`config.mk`:
```
export PLATFORM = sky130hd
export DESIGN_NAME = reg_rename
export DESIGN_NICKNAME = d
export VERILOG_FILES = /design/src/rtl/rr_pkg.sv /design/src/rtl/rr_class_map.sv /design/src/rtl/rr_free_pool.sv /design/src/rtl/rr_hist_buf.sv /design/src/rtl/reg_rename.sv
export SDC_FILE = /design/constraint.sdc
export NUM_CORES = 1
export LEC_CHECK = 0
export BUFFER_PORTS_ARGS = -buffer_cell sky130_fd_sc_hd__clkbuf_2
export CORE_UTILIZATION = 55
export DETAILED_ROUTE_END_ITERATION = 7
export PLACE_DENSITY = 0.77
export SYNTH_ARGS = -nofsm -noshare
export SYNTH_HDL_FRONTEND = slang
export SYNTH_SLANG_ARGS = --single-unit
```
`constraint.sdc`:
```
create_clock -name clk_i -period 19.5 [get_ports clk_i]
set_clock_uncertainty 0.15 [all_clocks]
set_input_delay 3.9 -clock clk_i [delete_from_list [all_inputs] [get_ports clk_i]]
set_output_delay 3.9 -clock clk_i [all_outputs]
set_load 0.005 [all_outputs]
```
`src/rtl/rr_pkg.sv`:
```
package rr_pkg;
  typedef enum logic [1:0] {
    CLS_INT  = 2'd0,
    CLS_FP   = 2'd1,
    CLS_MISC = 2'd2
  } reg_cls_e;

  typedef enum logic [1:0] {
    WALK_IDLE   = 2'd0,
    WALK_SQUASH = 2'd1,
    WALK_COMMIT = 2'd2
  } walk_e;
endpackage

```
`src/rtl/rr_class_map.sv`:
```
module rr_class_map #(
  parameter int N     = 8,
  parameter int PW    = 5,
  parameter int PBASE = 0,
  localparam int IW   = (N > 1) ? $clog2(N) : 1
) (
  input  logic          clk_i,
  input  logic          rst_ni,
  input  logic [IW-1:0] rd_a_idx_i,
  output logic [PW-1:0] rd_a_o,
  input  logic [IW-1:0] rd_b_idx_i,
  output logic [PW-1:0] rd_b_o,
  input  logic          we_i,
  input  logic [IW-1:0] wr_idx_i,
  input  logic [PW-1:0] wr_data_i
);
  logic [PW-1:0] map_q [N];

  assign rd_a_o = map_q[rd_a_idx_i];
  assign rd_b_o = map_q[rd_b_idx_i];

  always_ff @(posedge clk_i or negedge rst_ni) begin
    if (!rst_ni) begin
      for (int i = 0; i < N; i++) map_q[i] <= PW'(PBASE + i);
    end else if (we_i) begin
      map_q[wr_idx_i] <= wr_data_i;
    end
  end
endmodule

```
`src/rtl/rr_free_pool.sv`:
```
module rr_free_pool #(
  parameter int NP         = 32,
  parameter int FIRST_FREE = 18,
  parameter int PW         = 5
) (
  input  logic          clk_i,
  input  logic          rst_ni,
  input  logic          alloc_i,
  output logic [PW-1:0] alloc_phys_o,
  output logic          empty_o,
  input  logic          rel_i,
  input  logic [PW-1:0] rel_phys_i
);
  logic [NP-1:0] free_q;

  // lowest-numbered free register wins
  always_comb begin
    logic found;
    found        = 1'b0;
    alloc_phys_o = '0;
    for (int i = 0; i < NP; i++) begin
      if (free_q[i] && !found) begin
        alloc_phys_o = PW'(i);
        found        = 1'b1;
      end
    end
  end

  assign empty_o = ~|free_q;

  always_ff @(posedge clk_i or negedge rst_ni) begin
    if (!rst_ni) begin
      for (int i = 0; i < NP; i++) free_q[i] <= (i >= FIRST_FREE);
    end else begin
      if (alloc_i) free_q[alloc_phys_o] <= 1'b0;
      if (rel_i)   free_q[rel_phys_i]   <= 1'b1;
    end
  end

  assert_no_double_free_R8: assert property (@(posedge clk_i) disable iff (!rst_ni)
    rel_i |-> !free_q[rel_phys_i]);
  assert_alloc_nonempty_R10: assert property (@(posedge clk_i) disable iff (!rst_ni)
    alloc_i |-> !empty_o);
  assert_alloc_rel_apart_R9: assert property (@(posedge clk_i) disable iff (!rst_ni)
    !(alloc_i && rel_i));
endmodule

```
`src/rtl/rr_hist_buf.sv`:
```
module rr_hist_buf #(
  parameter int DEPTH = 16,
  parameter int W     = 8,
  localparam int AW   = (DEPTH > 1) ? $clog2(DEPTH) : 1,
  localparam int CW   = $clog2(DEPTH + 1)
) (
  input  logic         clk_i,
  input  logic         rst_ni,
  input  logic         push_i,
  input  logic [W-1:0] push_data_i,
  input  logic         pop_head_i,
  input  logic         pop_tail_i,
  output logic [W-1:0] head_o,
  output logic [W-1:0] tail_o,
  output logic         empty_o,
  output logic         full_o
);
  logic [W-1:0]  mem_q [DEPTH];
  logic [AW-1:0] rd_q, wr_q, wr_last, wr_next, rd_next;
  logic [CW-1:0] cnt_q;

  assign wr_last = (wr_q == '0) ? AW'(DEPTH - 1) : wr_q - AW'(1);
  assign wr_next = (wr_q == AW'(DEPTH - 1)) ? '0 : wr_q + AW'(1);
  assign rd_next = (rd_q == AW'(DEPTH - 1)) ? '0 : rd_q + AW'(1);
  assign head_o  = mem_q[rd_q];
  assign tail_o  = mem_q[wr_last];
  assign empty_o = (cnt_q == '0);
  assign full_o  = (cnt_q == CW'(DEPTH));

  always_ff @(posedge clk_i) begin
    if (push_i) mem_q[wr_q] <= push_data_i;
  end

  always_ff @(posedge clk_i or negedge rst_ni) begin
    if (!rst_ni) begin
      rd_q  <= '0;
      wr_q  <= '0;
      cnt_q <= '0;
    end else if (push_i) begin
      wr_q  <= wr_next;
      cnt_q <= cnt_q + CW'(1);
    end else if (pop_head_i) begin
      rd_q  <= rd_next;
      cnt_q <= cnt_q - CW'(1);
    end else if (pop_tail_i) begin
      wr_q  <= wr_last;
      cnt_q <= cnt_q - CW'(1);
    end
  end

  assert_push_not_full_R10: assert property (@(posedge clk_i) disable iff (!rst_ni)
    push_i |-> !full_o);
  assert_pop_not_empty_R9: assert property (@(posedge clk_i) disable iff (!rst_ni)
    (pop_head_i || pop_tail_i) |-> !empty_o);
  assert_single_op_R9: assert property (@(posedge clk_i) disable iff (!rst_ni)
    $onehot0({push_i, pop_head_i, pop_tail_i}));
  assert_count_step_R9: assert property (@(posedge clk_i) disable iff (!rst_ni)
    1'b1 |=> (cnt_q == $past(cnt_q) || cnt_q == $past(cnt_q) + CW'(1)
              || cnt_q + CW'(1) == $past(cnt_q)));
endmodule

```
`src/rtl/reg_rename.sv`:
```
module reg_rename
  import rr_pkg::*;
#(
  parameter int NUM_INT  = 8,
  parameter int NUM_FP   = 8,
  parameter int NUM_MISC = 2,
  parameter int NUM_PHYS = 32,
  parameter int HB_DEPTH = 16,
  parameter int SEQ_W    = 8,
  parameter int CNT_W    = 16,
  localparam int NUM_ARCH  = NUM_INT + NUM_FP + NUM_MISC,
  localparam int FP_BASE   = NUM_INT,
  localparam int MISC_BASE = NUM_INT + NUM_FP,
  localparam int UW        = $clog2(NUM_ARCH),
  localparam int PW        = $clog2(NUM_PHYS),
  localparam int MAX_CLS   = (NUM_INT > NUM_FP) ? ((NUM_INT > NUM_MISC) ? NUM_INT : NUM_MISC)
                                                : ((NUM_FP > NUM_MISC) ? NUM_FP : NUM_MISC),
  localparam int REL_W     = (MAX_CLS > 1) ? $clog2(MAX_CLS) : 1
) (
  input  logic             clk_i,
  input  logic             rst_ni,
  input  logic             ren_valid_i,
  input  logic [1:0]       ren_cls_i,
  input  logic [REL_W-1:0] ren_idx_i,
  input  logic [SEQ_W-1:0] ren_seq_i,
  output logic             ren_ready_o,
  output logic [PW-1:0]    ren_new_o,
  output logic [PW-1:0]    ren_prev_o,
  input  logic             src_valid_i,
  input  logic [1:0]       src_cls_i,
  input  logic [REL_W-1:0] src_idx_i,
  output logic [PW-1:0]    src_phys_o,
  output logic             src_rdy_o,
  input  logic             wb_valid_i,
  input  logic [PW-1:0]    wb_phys_i,
  input  logic             squash_i,
  input  logic [SEQ_W-1:0] squash_seq_i,
  input  logic             commit_i,
  input  logic [SEQ_W-1:0] commit_seq_i,
  output logic             busy_o,
  output logic [CNT_W-1:0] int_lookups_o,
  output logic [CNT_W-1:0] fp_lookups_o
);
  typedef struct packed {
    logic [SEQ_W-1:0] seq;
    logic [UW-1:0]    uidx;
    logic [PW-1:0]    nw;
    logic [PW-1:0]    pv;
  } hist_t;

  function automatic int cls_n(int c);
    case (c)
      0:       return NUM_INT;
      1:       return NUM_FP;
      default: return NUM_MISC;
    endcase
  endfunction

  function automatic int cls_base(int c);
    case (c)
      0:       return 0;
      1:       return FP_BASE;
      default: return MISC_BASE;
    endcase
  endfunction

  function automatic logic [1:0] cls_sel(logic [1:0] code);
    return code[1] ? 2'(CLS_MISC) : {1'b0, code[0]};
  endfunction

  logic [1:0]       ren_sel, src_sel, undo_sel;
  logic             ren_special, alloc, do_rename;
  logic [PW-1:0]    alloc_phys;
  logic             fl_empty, fl_rel;
  logic [PW-1:0]    fl_rel_phys;
  logic [UW-1:0]    ren_uidx;
  hist_t            push_rec, head, tail;
  logic             hb_empty, hb_full;
  walk_e            state_q;
  logic [SEQ_W-1:0] bound_q;
  logic             undo_go, retire_go, undo_wr;
  logic [REL_W-1:0] undo_rel, wr_idx;
  logic [PW-1:0]    wr_data;
  logic [2:0]       map_we;
  logic [PW-1:0]    src_map [3];
  logic [PW-1:0]    dst_map [3];
  logic [NUM_PHYS-1:0] sb_q;

  assign ren_sel     = cls_sel(ren_cls_i);
  assign src_sel     = cls_sel(src_cls_i);
  assign ren_special = (ren_sel == 2'(CLS_MISC)) || (ren_sel == 2'(CLS_INT) && ren_idx_i == '0);

  for (genvar c = 0; c < 3; c++) begin : g_cls
    localparam int CN  = cls_n(c);
    localparam int CIW = (CN > 1) ? $clog2(CN) : 1;
    rr_class_map #(.N(CN), .PW(PW), .PBASE(cls_base(c))) i_map (
      .clk_i      (clk_i),
      .rst_ni     (rst_ni),
      .rd_a_idx_i (src_idx_i[CIW-1:0]),
      .rd_a_o     (src_map[c]),
      .rd_b_idx_i (ren_idx_i[CIW-1:0]),
      .rd_b_o     (dst_map[c]),
      .we_i       (map_we[c]),
      .wr_idx_i   (wr_idx[CIW-1:0]),
      .wr_data_i  (wr_data)
    );
  end

  assign ren_prev_o  = dst_map[ren_sel];
  assign ren_new_o   = ren_special ? ren_prev_o : alloc_phys;
  assign ren_ready_o = (state_q == WALK_IDLE) && !squash_i && !commit_i && !hb_full
                       && (ren_special || !fl_empty);
  assign do_rename   = ren_valid_i && ren_ready_o;
  assign alloc       = do_rename && !ren_special;
  assign ren_uidx    = UW'(cls_base(int'(ren_sel))) + UW'(ren_idx_i);

  assign src_phys_o = src_map[src_sel];
  assign src_rdy_o  = sb_q[src_phys_o];

  // history walk
  assign undo_go   = (state_q == WALK_SQUASH) && !hb_empty && (tail.seq > bound_q);
  assign retire_go = (state_q == WALK_COMMIT) && !hb_empty && (head.seq <= bound_q);
  assign undo_wr   = undo_go && (tail.nw != tail.pv);
  assign busy_o    = (state_q != WALK_IDLE);

  always_comb begin
    undo_sel = 2'(CLS_MISC);
    undo_rel = REL_W'(tail.uidx - UW'(MISC_BASE));
    if (int'(tail.uidx) < FP_BASE) begin
      undo_sel = 2'(CLS_INT);
      undo_rel = REL_W'(tail.uidx);
    end else if (int'(tail.uidx) < MISC_BASE) begin
      undo_sel = 2'(CLS_FP);
      undo_rel = REL_W'(tail.uidx - UW'(FP_BASE));
    end
  end

  always_comb begin
    map_we  = '0;
    wr_idx  = ren_idx_i;
    wr_data = alloc_phys;
    if (undo_wr) begin
      map_we[undo_sel] = 1'b1;
      wr_idx           = undo_rel;
      wr_data          = tail.pv;
    end else if (alloc) begin
      map_we[ren_sel] = 1'b1;
    end
  end

  always_ff @(posedge clk_i or negedge rst_ni) begin
    if (!rst_ni) begin
      state_q <= WALK_IDLE;
      bound_q <= '0;
    end else begin
      case (state_q)
        WALK_IDLE: begin
          if (squash_i) begin
            state_q <= WALK_SQUASH;
            bound_q <= squash_seq_i;
          end else if (commit_i) begin
            state_q <= WALK_COMMIT;
            bound_q <= commit_seq_i;
          end
        end
        WALK_SQUASH: if (!undo_go) state_q <= WALK_IDLE;
        WALK_COMMIT: if (!retire_go) state_q <= WALK_IDLE;
        default:     state_q <= WALK_IDLE;
      endcase
    end
  end

  assign fl_rel      = undo_wr || (retire_go && head.nw != head.pv);
  assign fl_rel_phys = undo_go ? tail.nw : head.pv;

  rr_free_pool #(.NP(NUM_PHYS), .FIRST_FREE(NUM_ARCH), .PW(PW)) i_pool (
    .clk_i        (clk_i),
    .rst_ni       (rst_ni),
    .alloc_i      (alloc),
    .alloc_phys_o (alloc_phys),
    .empty_o      (fl_empty),
    .rel_i        (fl_rel),
    .rel_phys_i   (fl_rel_phys)
  );

  assign push_rec = '{seq: ren_seq_i, uidx: ren_uidx, nw: ren_new_o, pv: ren_prev_o};

  rr_hist_buf #(.DEPTH(HB_DEPTH), .W($bits(hist_t))) i_hist (
    .clk_i       (clk_i),
    .rst_ni      (rst_ni),
    .push_i      (do_rename),
    .push_data_i (push_rec),
    .pop_head_i  (retire_go),
    .pop_tail_i  (undo_go),
    .head_o      (head),
    .tail_o      (tail),
    .empty_o     (hb_empty),
    .full_o      (hb_full)
  );

  // scoreboard: allocation clear overrides a same-cycle writeback
  always_ff @(posedge clk_i or negedge rst_ni) begin
    if (!rst_ni) begin
      sb_q <= '1;
    end else begin
      if (wb_valid_i) sb_q[wb_phys_i] <= 1'b1;
      if (alloc)      sb_q[alloc_phys] <= 1'b0;
    end
  end

  always_ff @(posedge clk_i or negedge rst_ni) begin
    if (!rst_ni) begin
      int_lookups_o <= '0;
      fp_lookups_o  <= '0;
    end else if (src_valid_i) begin
      if (src_sel == 2'(CLS_INT)) int_lookups_o <= int_lookups_o + CNT_W'(1);
      if (src_sel == 2'(CLS_FP))  fp_lookups_o  <= fp_lookups_o + CNT_W'(1);
    end
  end

  assert_alloc_not_ready_R3: assert property (@(posedge clk_i) disable iff (!rst_ni)
    (ren_valid_i && ren_ready_o && ren_new_o != ren_prev_o) |=> !sb_q[$past(ren_new_o)]);
  assert_special_self_map_R4: assert property (@(posedge clk_i) disable iff (!rst_ni)
    (ren_valid_i && ren_ready_o && ren_cls_i[1]) |-> (ren_new_o == ren_prev_o));
  assert_retire_real_int_fp_R8: assert property (@(posedge clk_i) disable iff (!rst_ni)
    (retire_go && head.nw != head.pv) |-> (int'(head.uidx) < MISC_BASE));
  assert_busy_blocks_rename_R10: assert property (@(posedge clk_i) disable iff (!rst_ni)
    $past(squash_i || commit_i) && busy_o |-> !ren_ready_o);
endmodule

```
# Yosys cells after proc, flatten, opt, wreduce, memory -nomap -nowiden
# Memories as Yosys holds them, arrays and structs flattened.
# Index checks and enable logic that the tools add are counted.
[totals]
input_bits = 46
ramBits = 368
ff_bits = 209
word_cells = 338
output_inout_bits = 50
n_memories = 1
[memory_table]
columns = ["memory", "words", "word_bits", "read_ports", "rd_clocked_by_memory_dff", "write_ports", "line", "rtl"]
rows = [
  ["i_hist.mem_q", 16, 23, 2, 0, 1, "rr_hist_buf.sv:18", "logic [W-1:0] mem_q [DEPTH];"],
]
[classes]
order_cmp = 25
n_reduce_logical = 107
bitwise_logic = 14
eq_ne = 14
addsub = 10
n_mux = 140
[op_table]
columns = ["op", "n"]
rows = [
  ["2-to-1 mux 5 bit", 56],
  ["2-to-1 mux 32 bit", 4],
  ["bitwise mux 40 bit", 2],
  ["AND 32 bit", 2],
  ["OR 32 bit", 2],
  ["binary-select mux 5 bit (select 3 bit)", 4],
  ["logical AND 1 bit", 51],
  ["2-to-1 mux 1 bit", 40],
  ["logical NOT 1 bit", 36],
  ["adder 16 x 1 -> 16 bit (second input constant)", 2],
  ["NOT 32 bit", 1],
  ["OR reduction 32 bit", 1],
  ["< comparator 5 x 6 -> 1 bit (second input constant)", 4],
  ["2-to-1 mux 4 bit", 6],
  ["binary-select mux 5 bit (select 2 bit)", 2],
  ["2-to-1 mux 2 bit", 8],
  ["2-to-1 mux 8 bit", 2],
  ["demux 1 bit (select 5 bit)", 3],
  ["demux 5 bit (select 3 bit)", 1],
  ["greater-or-equal comparator 5 x 1 -> 1 bit (second input constant)", 3],
  ["2-to-1 mux 3 bit", 5],
  ["greater-or-equal comparator 4 bit (second input constant)", 3],
  ["NOT 3 -> 4 bit", 3],
  ["bitwise mux 10 bit", 1],
  ["other kinds (40)", 68],
]

# Longest topological paths before layout
# Gate-level depths: netlist of the first run.
[depth]
depth_word = 103
ltp_mapped = 28
mapped_depth_nobuf = 20

# Cells and area by module
# From an unflattened synthesis of the first run, not the netlist that was laid out.
[hier_totals]
cells_unflattened = 1902
area_unflattened_um2 = 29278.1
[by_module_without_submodules]
columns = ["module", "seq_area_each_um2", "cells_per_inst", "instances", "area_per_inst_um2"]
rows = [
  ["rr_hist_buf", 11375.9, 910, 1, 17616.9],
  ["reg_rename", 1891.8, 479, 1, 4616.9],
  ["rr_class_map (g_cls[1].i_map)", 1026.0, 123, 1, 2243.4],
  ["rr_class_map (g_cls[0].i_map)", 1016.0, 123, 1, 2233.4],
  ["rr_free_pool", 818.3, 235, 1, 2044.5],
  ["rr_class_map (g_cls[2].i_map)", 254.0, 32, 1, 523.0],
]

# Worst setup path after synthesis of the first run
# OpenSTA, ideal clock, no wires.
[synth_path]
path_type = "in2out"
from = "input src_idx_i[0]"
to = "output src_rdy_o"
setup_slack_ns = 8.504
stages = 9
t_required_ns = 15.450
t_arrival_ns = 6.946
n_path_buf = 3
cell_sequence = "clkbuf_1 > buf_1 > clkbuf_1 > mux4_2 > mux2_2 > a221o_1 > a211oi_1 > a21oi_1 > mux2_2"
[synth_via]
elab_chain_cells = 9
word_cells_on_any_way = 16
classes_between = "mux: 14; bitwise: 2"
[synth_rtl]
columns = ["element", "line", "rtl"]
rows = [
  ["start, declared", "reg_rename.sv:31", "input logic [REL_W-1:0] src_idx_i,"],
  ["NOT 3 -> 4 bit (not written as such) or NOT 1 -> 2 bit (tied branches)", "rr_class_map.sv:19", "assign rd_a_o = map_q[rd_a_idx_i];"],
  ["binary-select mux 5 bit (select 3 bit) or 2-to-1 mux 5 bit (tied branches)", "rr_class_map.sv:19", ""],
  ["2-to-1 mux 5 bit (not written as such) (2 in series)", "rr_class_map.sv:19", ""],
  ["binary-select mux 5 bit (select 2 bit) *", "reg_rename.sv:117", "assign src_phys_o = src_map[src_sel];"],
  ["2-to-1 mux 5 bit (not written as such) * (2 in series)", "reg_rename.sv:117", ""],
  ["net src_phys_o[2]", "reg_rename.sv:32", "output logic [PW-1:0] src_phys_o,"],
  ["binary-select mux 1 bit (select 5 bit) *", "reg_rename.sv:118", "assign src_rdy_o = sb_q[src_phys_o];"],
  ["2-to-1 mux 1 bit (not written as such) *", "reg_rename.sv:118", ""],
  ["end, declared", "reg_rename.sv:33", "output logic src_rdy_o,"],
]
# The timed path passes the listed nets; every way through them passes the cells marked *. The select of a mux whose other input is x is not followed.

# Final worst setup path of the first run
[layout_path]
from = "input src_idx_i[0]"
to = "output src_rdy_o"
[layout_via]
elab_chain_cells = 9
word_cells_on_any_way = 16
classes_between = "mux: 14; bitwise: 2"
[layout_rtl]
columns = ["element", "line"]
rows = [
  ["NOT 3 -> 4 bit (not written as such) or NOT 1 -> 2 bit (tied branches)", "rr_class_map.sv:19"],
  ["binary-select mux 5 bit (select 3 bit) or 2-to-1 mux 5 bit (tied branches)", "rr_class_map.sv:19"],
  ["2-to-1 mux 5 bit (not written as such) (2 in series)", "rr_class_map.sv:19"],
  ["binary-select mux 5 bit (select 2 bit) *", "reg_rename.sv:117"],
  ["2-to-1 mux 5 bit (not written as such) * (2 in series)", "reg_rename.sv:117"],
  ["binary-select mux 1 bit (select 5 bit) *", "reg_rename.sv:118"],
  ["2-to-1 mux 1 bit (not written as such) *", "reg_rename.sv:118"],
]
# Mark *: on every way between the ends. The rest lies on a longest branch, timed or not. The select of a mux whose other input is x is not followed.

==> impl_metrics.json, run 1 <==
{
  "power.internal_w": 0.00303,
  "required_ns": 15.45,
  "synth_edf_count": 368,
  "power_density_nw_per_um2": 155,
  "p_sw_w": 0.00200,
  "fill_cells": 3833,
  "routed_wl_mm": 77.8,
  "coreArea_sq_um": 52600,
  "io_pins": 96,
  "synth_top_cell_by_area": "edfxtp_1",
  "period_share_pct": 57.5,
  "first_pass_iters": 5,
  "place.gp.congestion": 0.950,
  "status": "finished clean",
  "initial_core_util_pct": 55.7,
  "cp.arrival_ns": 7.16,
  "start_kind": "input pin",
  "post-cts-setup-buffer-count": 0,
  "hold_slack_ns": 0.329,
  "antenna_left": 0,
  "swShare_pct": 39.8,
  "syn-num-nets": 2171,
  "max-slew-margin-rel_pct": 12.3,
  "syn_area_per_cell_sq_um": 14.0,
  "finalNetCount": 2240,
  "grt_pass1_wl_mm": 118,
  "holdCritStartpoint": "fp_lookups_o[15]",
  "n_antenna_cell": 0,
  "routedWlPerCell_microns": 26.8,
  "grt_max_degree": 116,
  "rows": 84,
  "dr.first_iter.drc_count": 2459,
  "ys_ff_latch": 577,
  "layout_commonest_cell": "edfxtp_1",
  "grt_pass1_vias": 19600,
  "async_flop_share_pct": 36.2,
  "clk_pin_slew_ns": 0.06,
  "fmax_mhz": 89.2,
  "pwr-share-clk_pct": 22.7,
  "hold_buffers": 0,
  "cts_buffer_depth": 3,
  "multi_input_area_sq_um": 12200,
  "hold_class": "flop to flop",
  "rsz0062_at_grt": "no",
  "cts_resized": 0,
  "startpoint": "src_idx_i[0]",
  "r2r-start": "i_hist.wr_q[0]",
  "yosys.area.top_type_share_pct": 37.7,
  "synth_area_leaders": "edfxtp_1, mux4_2, dfrtp_1, dfstp_2, mux2_2",
  "die_area_sq_um": 54200,
  "slew_violations": 0,
  "cts_tree": "done",
  "crit_type": "input pin to output port",
  "crit_fanout": 25,
  "leakagePower_nw": 11.9,
  "worstMarginPinSlew_ns": 1.28,
  "fin_area_sq_um": 32400,
  "postPlaceCellArea_sq_um": 30500,
  "clockRootBuffer": "clkbuf_16",
  "cts_sinks": 577,
  "period_needed_ns": 11.21,
  "reg2reg_depth": 20,
  "synthFlopType": "edfxtp_1",
  "insertion_delay_ns": 0.64,
  "die_h_microns": 233,
  "cts_inserted_buffers": 58,
  "port_buffers": 95,
  "tns_ns": 0,
  "ys_warn_count": 0,
  "finalSetupViolations": 0,
  "finalHoldViolCount": 0,
  "synthDistinctLibCells": 85,
  "drc": 0,
  "comb_power_share_pct": 45.8,
  "vias": 19700,
  "area_growth_pct": 10.7,
  "cap_violations": 0,
  "die_w_microns": 233,
  "seqCellArea_sq_um": 16400,
  "grt-ovfl-total": 0,
  "htreeDepth": 2,
  "antenna_found_initial": 1,
  "cp-end-kind": "output port",
  "postSynthCellCount": 2097,
  "grt_usage_pct": 29.0,
  "seqPwrFrac_pct": 31.5,
  "syn-cell-area_sq_um": 29300,
  "final_cell_mix": "edfxtp_1, nand2_1, mux4_2, dfrtp_1, a21oi_1",
  "avgViaCountPerCell": 6.80,
  "hpwlAfterDp_mm": 48.1,
  "hold_depth": 1,
  "peakVddDrop_mv": 0.112,
  "yosysSeqAreaShare_pct": 56.0,
  "drive_gt1_share_pct": 30.2
}
==> flip-flops by register name, indices dropped and copies added, names as in the netlist <==
name and flops:
i_hist.mem_q 368, g_cls.i_map.map_q 90, i_pool.free_q 32, sb_q 32, fp_lookups_o 16, int_lookups_o 16
bound_q 8, i_hist.cnt_q 5, i_hist.rd_q 4, i_hist.wr_q 4, state_q 2
==> worst paths after layout <==
check                                               end  slack (ns)
worst max-delay path                          src_rdy_o        8.29
worst min-delay path                   fp_lookups_o[15]        0.33
worst max register to register  g_cls[1].i_map.map_q[4]       12.20
worst min register to register         fp_lookups_o[15]        0.33
max in group asynchronous               fp_lookups_o[7]       14.71
min in group asynchronous               i_hist.cnt_q[3]        3.20
==> routing by layer <==
| metal | GRT usage, % | wire, microns |
|---|---|---|
| met5 | 0 | 0 |
| met4 | 12.1 | 3230 |
| met3 | 5.77 | 8050 |
| met2 | 45.6 | 36900 |
| met1 | 39.7 | 29600 |
==> final cells by class <==
class                      count  share of cell area, %
clock buffer                  78                   4.84
clock inverter                30                   1.14
inverter                      32                  0.371
multi-input combinational   1344                   37.6
sequential                   577                   50.6
tap                          688                   2.66
timing repair buffer         153                   2.84
==> synthesized netlist by cell type (47+ instances only) <==
| cell | instances |
|---|---|
| nand3_1 | 65 |
| nand2_1 | 206 |
| edfxtp_1 | 368 |
| mux4_2 | 181 |
| dfstp_2 | 81 |
| a21oi_1 | 117 |
| dfrtp_1 | 128 |
| and3_1 | 47 |
| clkbuf_1 | 83 |
| mux2i_1 | 50 |
| mux2_2 | 115 |
| nor2_1 | 74 |
==> kinds of logic after synthesis <==
group / count (synthesis) / synth area share, %
flip-flops: 577 / 56.0
AO/OA/AOI/OAI: 347 / 8.32
adder cells (fa/ha/maj): 28 / 1.22
AND/OR/NAND/NOR: 530 / 8.76
buffers and inverters: 176 / 2.63
multiplexers: 363 / 20.8
XOR/XNOR: 76 / 2.27
==> stage by stage <==
| stage | power (W) | util [%] | std cells | worst slack, ns |
|---|---|---|---|---|
| CTS | 0.00499 | 61.6 | 2902 | 8.31 |
| detailed placement | 0.00384 | 58.0 | 2794 | 8.32 |
| floorplan | 0.00321 | - | 2097 | 8.50 |
| finish | 0.00503 | 61.6 | 2902 | 8.29 |
| global route | 0.00524 | 61.6 | 2902 | 8.09 |
| global placement | 0.00379 | 58.0 | 2794 | 8.36 |
==> worst max-delay path, stage by stage <==
cell and delay, ns:
clkbuf_2 0.08, buf_4 0.39, mux4_2 0.56, mux2i_1 0.24, nor3_1 0.08, a221o_1 0.61
mux2_2 0.41, nand2_1 0.06, o21ai_0 0.09, a211oi_1 0.25, a21oi_1 0.07, mux2_2 0.27
clkbuf_2 0.13
==> power by group through the flow <==
stage | clock network (W) | registers (W) | logic, W
after global placement | 0 | 0.00160 | 0.00219
after detailed placement | 0 | 0.00160 | 0.00224
after global routing | 0.00120 | 0.00160 | 0.00244
after CTS | 0.00115 | 0.00158 | 0.00226
after floorplan | 0 | 0.00153 | 0.00168
final | 0.00114 | 0.00159 | 0.00231
(Power assumes the default switching activity.)
==> inputs of run 2 (changes only) <==
clock period = 10.9 ns   (was 19.5 ns; I/O delays follow)
==> impl_metrics.json, run 2 (synthesized netlist as in run 1, its figures left out) <==
{
  "status": "finished clean",
  "die_w_microns": 233,
  "rsz0062_at_grt": "no",
  "grt_pass1_wl_mm": 118,
  "finalPower_w": 0.00894,
  "largest_register": "i_hist.mem_q",
  "drc": 0,
  "grt_usage_pct": 29.1,
  "antenna_found_initial": 0,
  "required_ns": 8.57,
  "multi_input_area_sq_um": 12200,
  "die_area_sq_um": 54200,
  "io_pins": 96,
  "peakVddDrop_mv": 0.196,
  "place.gp.congestion": 0.919,
  "cp-end-kind": "output port",
  "coreArea_sq_um": 52600,
  "htreeDepth": 2,
  "drive_gt1_share_pct": 30.1,
  "fmax_mhz": 123,
  "area_growth_pct": 10.5,
  "layout_commonest_cell": "edfxtp_1",
  "cp.arrival_ns": 5.79,
  "antenna_left": 0,
  "hold_buffers": 0,
  "routed_wl_mm": 77.9,
  "slew_violations": 0,
  "cts_inserted_buffers": 58,
  "clockRootBuffer": "clkbuf_16",
  "die_h_microns": 233,
  "leakagePower_nw": 11.8,
  "crit_type": "input pin to output port",
  "top_regs": "i_hist.mem_q (368), g_cls.i_map.map_q (90)",
  "tns_ns": 0,
  "grt_pass1_vias": 19700,
  "fin_cells": 2897,
  "rows": 84,
  "place_inst": 2788,
  "routedWlPerCell_microns": 26.9,
  "max-slew-margin-rel_pct": 12.7,
  "first_pass_iters": 6,
  "hpwlAfterDp_mm": 47.6,
  "vias": 19600,
  "dr.first_iter.drc_count": 2686,
  "finalSetupViolations": 0,
  "cts_sinks": 577,
  "seqCellArea_sq_um": 16400,
  "fill_cells": 3784,
  "grt-ovfl-total": 0,
  "avgViaCountPerCell": 6.75,
  "cts_buffer_depth": 3,
  "n_antenna_cell": 0,
  "start_kind": "input pin",
  "initial_core_util_pct": 55.7,
  "crit_fanout": 25,
  "period_needed_ns": 8.12,
  "grt_max_degree": 118,
  "insertion_delay_ns": 0.63,
  "cts_resized": 0,
  "finalNetCount": 2234,
  "cts_tree": "done",
  "power_density_nw_per_um2": 277,
  "finalHoldViolCount": 0,
  "clk_pin_slew_ns": 0.06,
  "period_share_pct": 74.5,
  "post-cts-setup-buffer-count": 0,
  "cap_violations": 0,
  "worstMarginPinSlew_ns": 1.27,
  "port_buffers": 95,
  "utilization_pct": 61.5,
  "final_cell_mix": "edfxtp_1, nand2_1, mux4_2, dfrtp_1, a21oi_1",
  "hold_class": "flop to flop",
  "largest_reg_flops": 368
}
run 2: layout make-up:
cell class | count | share of cell area (%)
clock buffers | 75 | 4.88
flip-flops and latches | 577 | 50.7
inverters | 32 | 0.371
multi-input cells | 1344 | 37.6
repair buffers | 147 | 2.70
clock inverters | 34 | 1.06
well taps | 688 | 2.66
run 2: power by group:
part / internal (W) / switching, W
combinational: 0.00164 / 0.00247
sequential: 0.00261 / 0.000216
clock: 0.00116 / 0.000850
total: 0.00541 / 0.00353
run 2: worst paths after layout:
path                                   start                       end  slack, ns  depth (start not counted)
setup / recovery                ren_idx_i[0]              ren_new_o[1]       2.78                          9
hold / removal             int_lookups_o[15]         int_lookups_o[15]       0.33                          1
setup reg to reg              i_hist.wr_q[1]   g_cls[1].i_map.map_q[4]       4.22                         20
hold reg to reg            int_lookups_o[15]         int_lookups_o[15]       0.33                          1
max in group asynchronous             rst_ni  g_cls[0].i_map.map_q[33]       7.20                          2
min in group asynchronous             rst_ni            i_hist.rd_q[3]       1.47                          1
run 2: per-stage QoR:
stage | cell area [sq um] | setup WS, ns | hold WS [ns]
2_1_floorplan | 29300 | 3.34 | 0.316
3_3_place_gp | 30400 | 2.94 | 0.310
3_5_place_dp | 30400 | 2.80 | 0.327
4_1_cts | 32300 | 2.79 | 0.347
5_1_grt | 32300 | 2.53 | 0.355
6_report | 32300 | 2.78 | 0.334
run 2: worst max-delay path, cell delays in order:
cell and delay, ns:
clkbuf_2 0.69, buf_4 0.38, mux4_2 0.25, mux2i_1 0.06, nor3_1 0.16, a221o_1 0.66
nor2_1 0.08, a21oi_1 0.98, clkbuf_2 0.31
run 2: per-layer routing:
metal	part of all wire (%)	vias up	global-route usage [%]
met5	0	-	0
met3	11	216	5.45
met1	38	9837	39.4
met2	48	1233	46.2
li1	-	8279	-
met4	4.3	0	12.7
==> inputs of run 3 (changes only) <==
clock period = 7.61 ns   (was 10.9 ns; I/O delays follow)
==> impl_metrics.json, run 3 (synthesized netlist as in run 1, its figures left out) <==
{
  "status": "finished clean",
  "slew_violations": 0,
  "antenna_found_initial": 1,
  "grt_pass1_vias": 19900,
  "cts_buffer_depth": 3,
  "cts_inserted_buffers": 60,
  "cts_sinks": 577,
  "power.internal_w": 0.00767,
  "die_w_microns": 233,
  "io_pins": 96,
  "finalNetCount": 2248,
  "antenna_left": 0,
  "min_to": "int_lookups_o[15]",
  "die_area_sq_um": 54200,
  "hold_buffers": 0,
  "initial_core_util_pct": 55.7,
  "coreArea_sq_um": 52600,
  "worstMarginPinSlew_ns": 1.21,
  "start_kind": "flop",
  "rows": 84,
  "layout_commonest_cell": "edfxtp_1",
  "area_growth_pct": 10.6,
  "r2r_end": "i_pool.free_q[2]",
  "swShare_pct": 39.9,
  "final_cell_mix": "edfxtp_1, nand2_1, mux4_2, dfrtp_1, a21oi_1",
  "reg2reg_depth": 15,
  "hold_depth": 1,
  "clockRootBuffer": "clkbuf_16",
  "max-slew-margin-rel_pct": 17.1,
  "finalSetupViolations": 0,
  "avgViaCountPerCell": 6.76,
  "fmax_mhz": 153,
  "power_density_nw_per_um2": 394,
  "fin_area_sq_um": 32400,
  "port_buffers": 95,
  "largest_register": "i_hist.mem_q",
  "place.gp.congestion": 0.912,
  "first_pass_iters": 8,
  "grt-ovfl-total": 0,
  "period_share_pct": 85.7,
  "crit_fanout": 17,
  "cap_violations": 0,
  "grt_usage_pct": 29.3,
  "crit_type": "flop to output port",
  "largest_reg_flops": 368,
  "fill_cells": 3824,
  "top_regs": "i_hist.mem_q (368), g_cls.i_map.map_q (90)",
  "leakagePower_nw": 11.9,
  "comb_power_share_pct": 46.2,
  "n_antenna_cell": 0,
  "holdCritStartpoint": "int_lookups_o[15]",
  "grt_max_degree": 79,
  "rsz0062_at_grt": "no",
  "drive_gt1_share_pct": 30.5,
  "die_h_microns": 233,
  "post-cts-setup-buffer-count": 0,
  "cts_resized": 0,
  "insertion_delay_ns": 0.64,
  "routed_wl_mm": 77.8,
  "hold_class": "flop to flop",
  "pwr-share-clk_pct": 21.9,
  "clk_pin_slew_ns": 0.06,
  "p_sw_w": 0.00510,
  "drc": 0,
  "dr.first_iter.drc_count": 2353,
  "htreeDepth": 2,
  "required_ns": 5.94,
  "finalHoldViolCount": 0,
  "grt_pass1_wl_mm": 119,
  "tns_ns": 0,
  "cp.arrival_ns": 4.85,
  "peakVddDrop_mv": 0.287,
  "rrSetupSlack_ns": 1.23,
  "cp-end-kind": "output port",
  "hpwlAfterDp_mm": 49.3,
  "cts_tree": "done",
  "period_needed_ns": 6.52,
  "postPlaceCellArea_sq_um": 30500,
  "r2r-start": "i_hist.wr_q[1]",
  "routedWlPerCell_microns": 26.8,
  "seqPwrFrac_pct": 31.9,
  "vias": 19600
}
## run 3: area by class of cell
class,count,area [sq um],share of cell area [%]
Tap cell,688,861,2.66
Multi-Input combinational cell,1344,12200,37.6
Timing Repair Buffer,159,990,3.06
Inverter,32,120,0.371
Sequential cell,577,16400,50.6
Clock buffer,82,1650,5.08
Clock inverter,25,206,0.637
## run 3: critical path, stage by stage (launching register included)
cell,delay (ns)
dfrtp_1,0.42
nor4_1,0.74
nand4_1,0.31
nand4b_1,0.37
nand2b_1,0.23
nor2_1,0.69
nor4_1,0.21
buf_4,0.23
a21oi_2,0.70
clkbuf_2,0.28
## run 3: how the worst max path moves through the flow
| stage | end | startpoint | depth (start not counted) | slack (ns) |
|---|---|---|---|---|
| global route | ren_new_o[2] | i_pool.free_q[0] | 9 | 0.63 |
| detailed placement | ren_new_o[1] | ren_idx_i[0] | 9 | 1.10 |
| CTS | ren_new_o[2] | i_pool.free_q[0] | 9 | 0.73 |
| finish | ren_new_o[2] | i_pool.free_q[0] | 9 | 1.09 |
| floorplan | g_cls[0].i_map.map_q[25] | i_hist.wr_q[0] | 26 | 1.06 |
| global placement | ren_new_o[1] | ren_idx_i[0] | 9 | 1.26 |
## run 3: layer usage
layer	wire, microns	vias to the layer above	GRT usage [%]
li1	-	8296	-
met1	29300	9957	38.9
met2	37200	1141	46.8
met3	7840	244	6.09
met4	3520	2	12.9
met5	13	-	0
## run 3: power groups by stage
stage / clock [W] / combinational (W) / sequential, W
after global routing: 0.00295 / 0.00628 / 0.00412
after floorplan: 0 / 0.00430 / 0.00393
final: 0.00280 / 0.00590 / 0.00407
after detailed placement: 0 / 0.00575 / 0.00412
after CTS: 0.00283 / 0.00579 / 0.00407
after global placement: 0 / 0.00563 / 0.00410
## run 3: metrics by stage
stage	cells	total power, W	hold slack [ns]	utilization, %	setup slack (ns)
floorplan	2097	0.00824	0.316	-	1.06
global placement	2799	0.00973	0.310	58.1	1.26
detailed placement	2799	0.00988	0.319	58.1	1.10
CTS	2906	0.0127	0.325	61.6	0.731
global route	2907	0.0133	0.343	61.6	0.632
finish	2907	0.0128	0.320	61.6	1.09
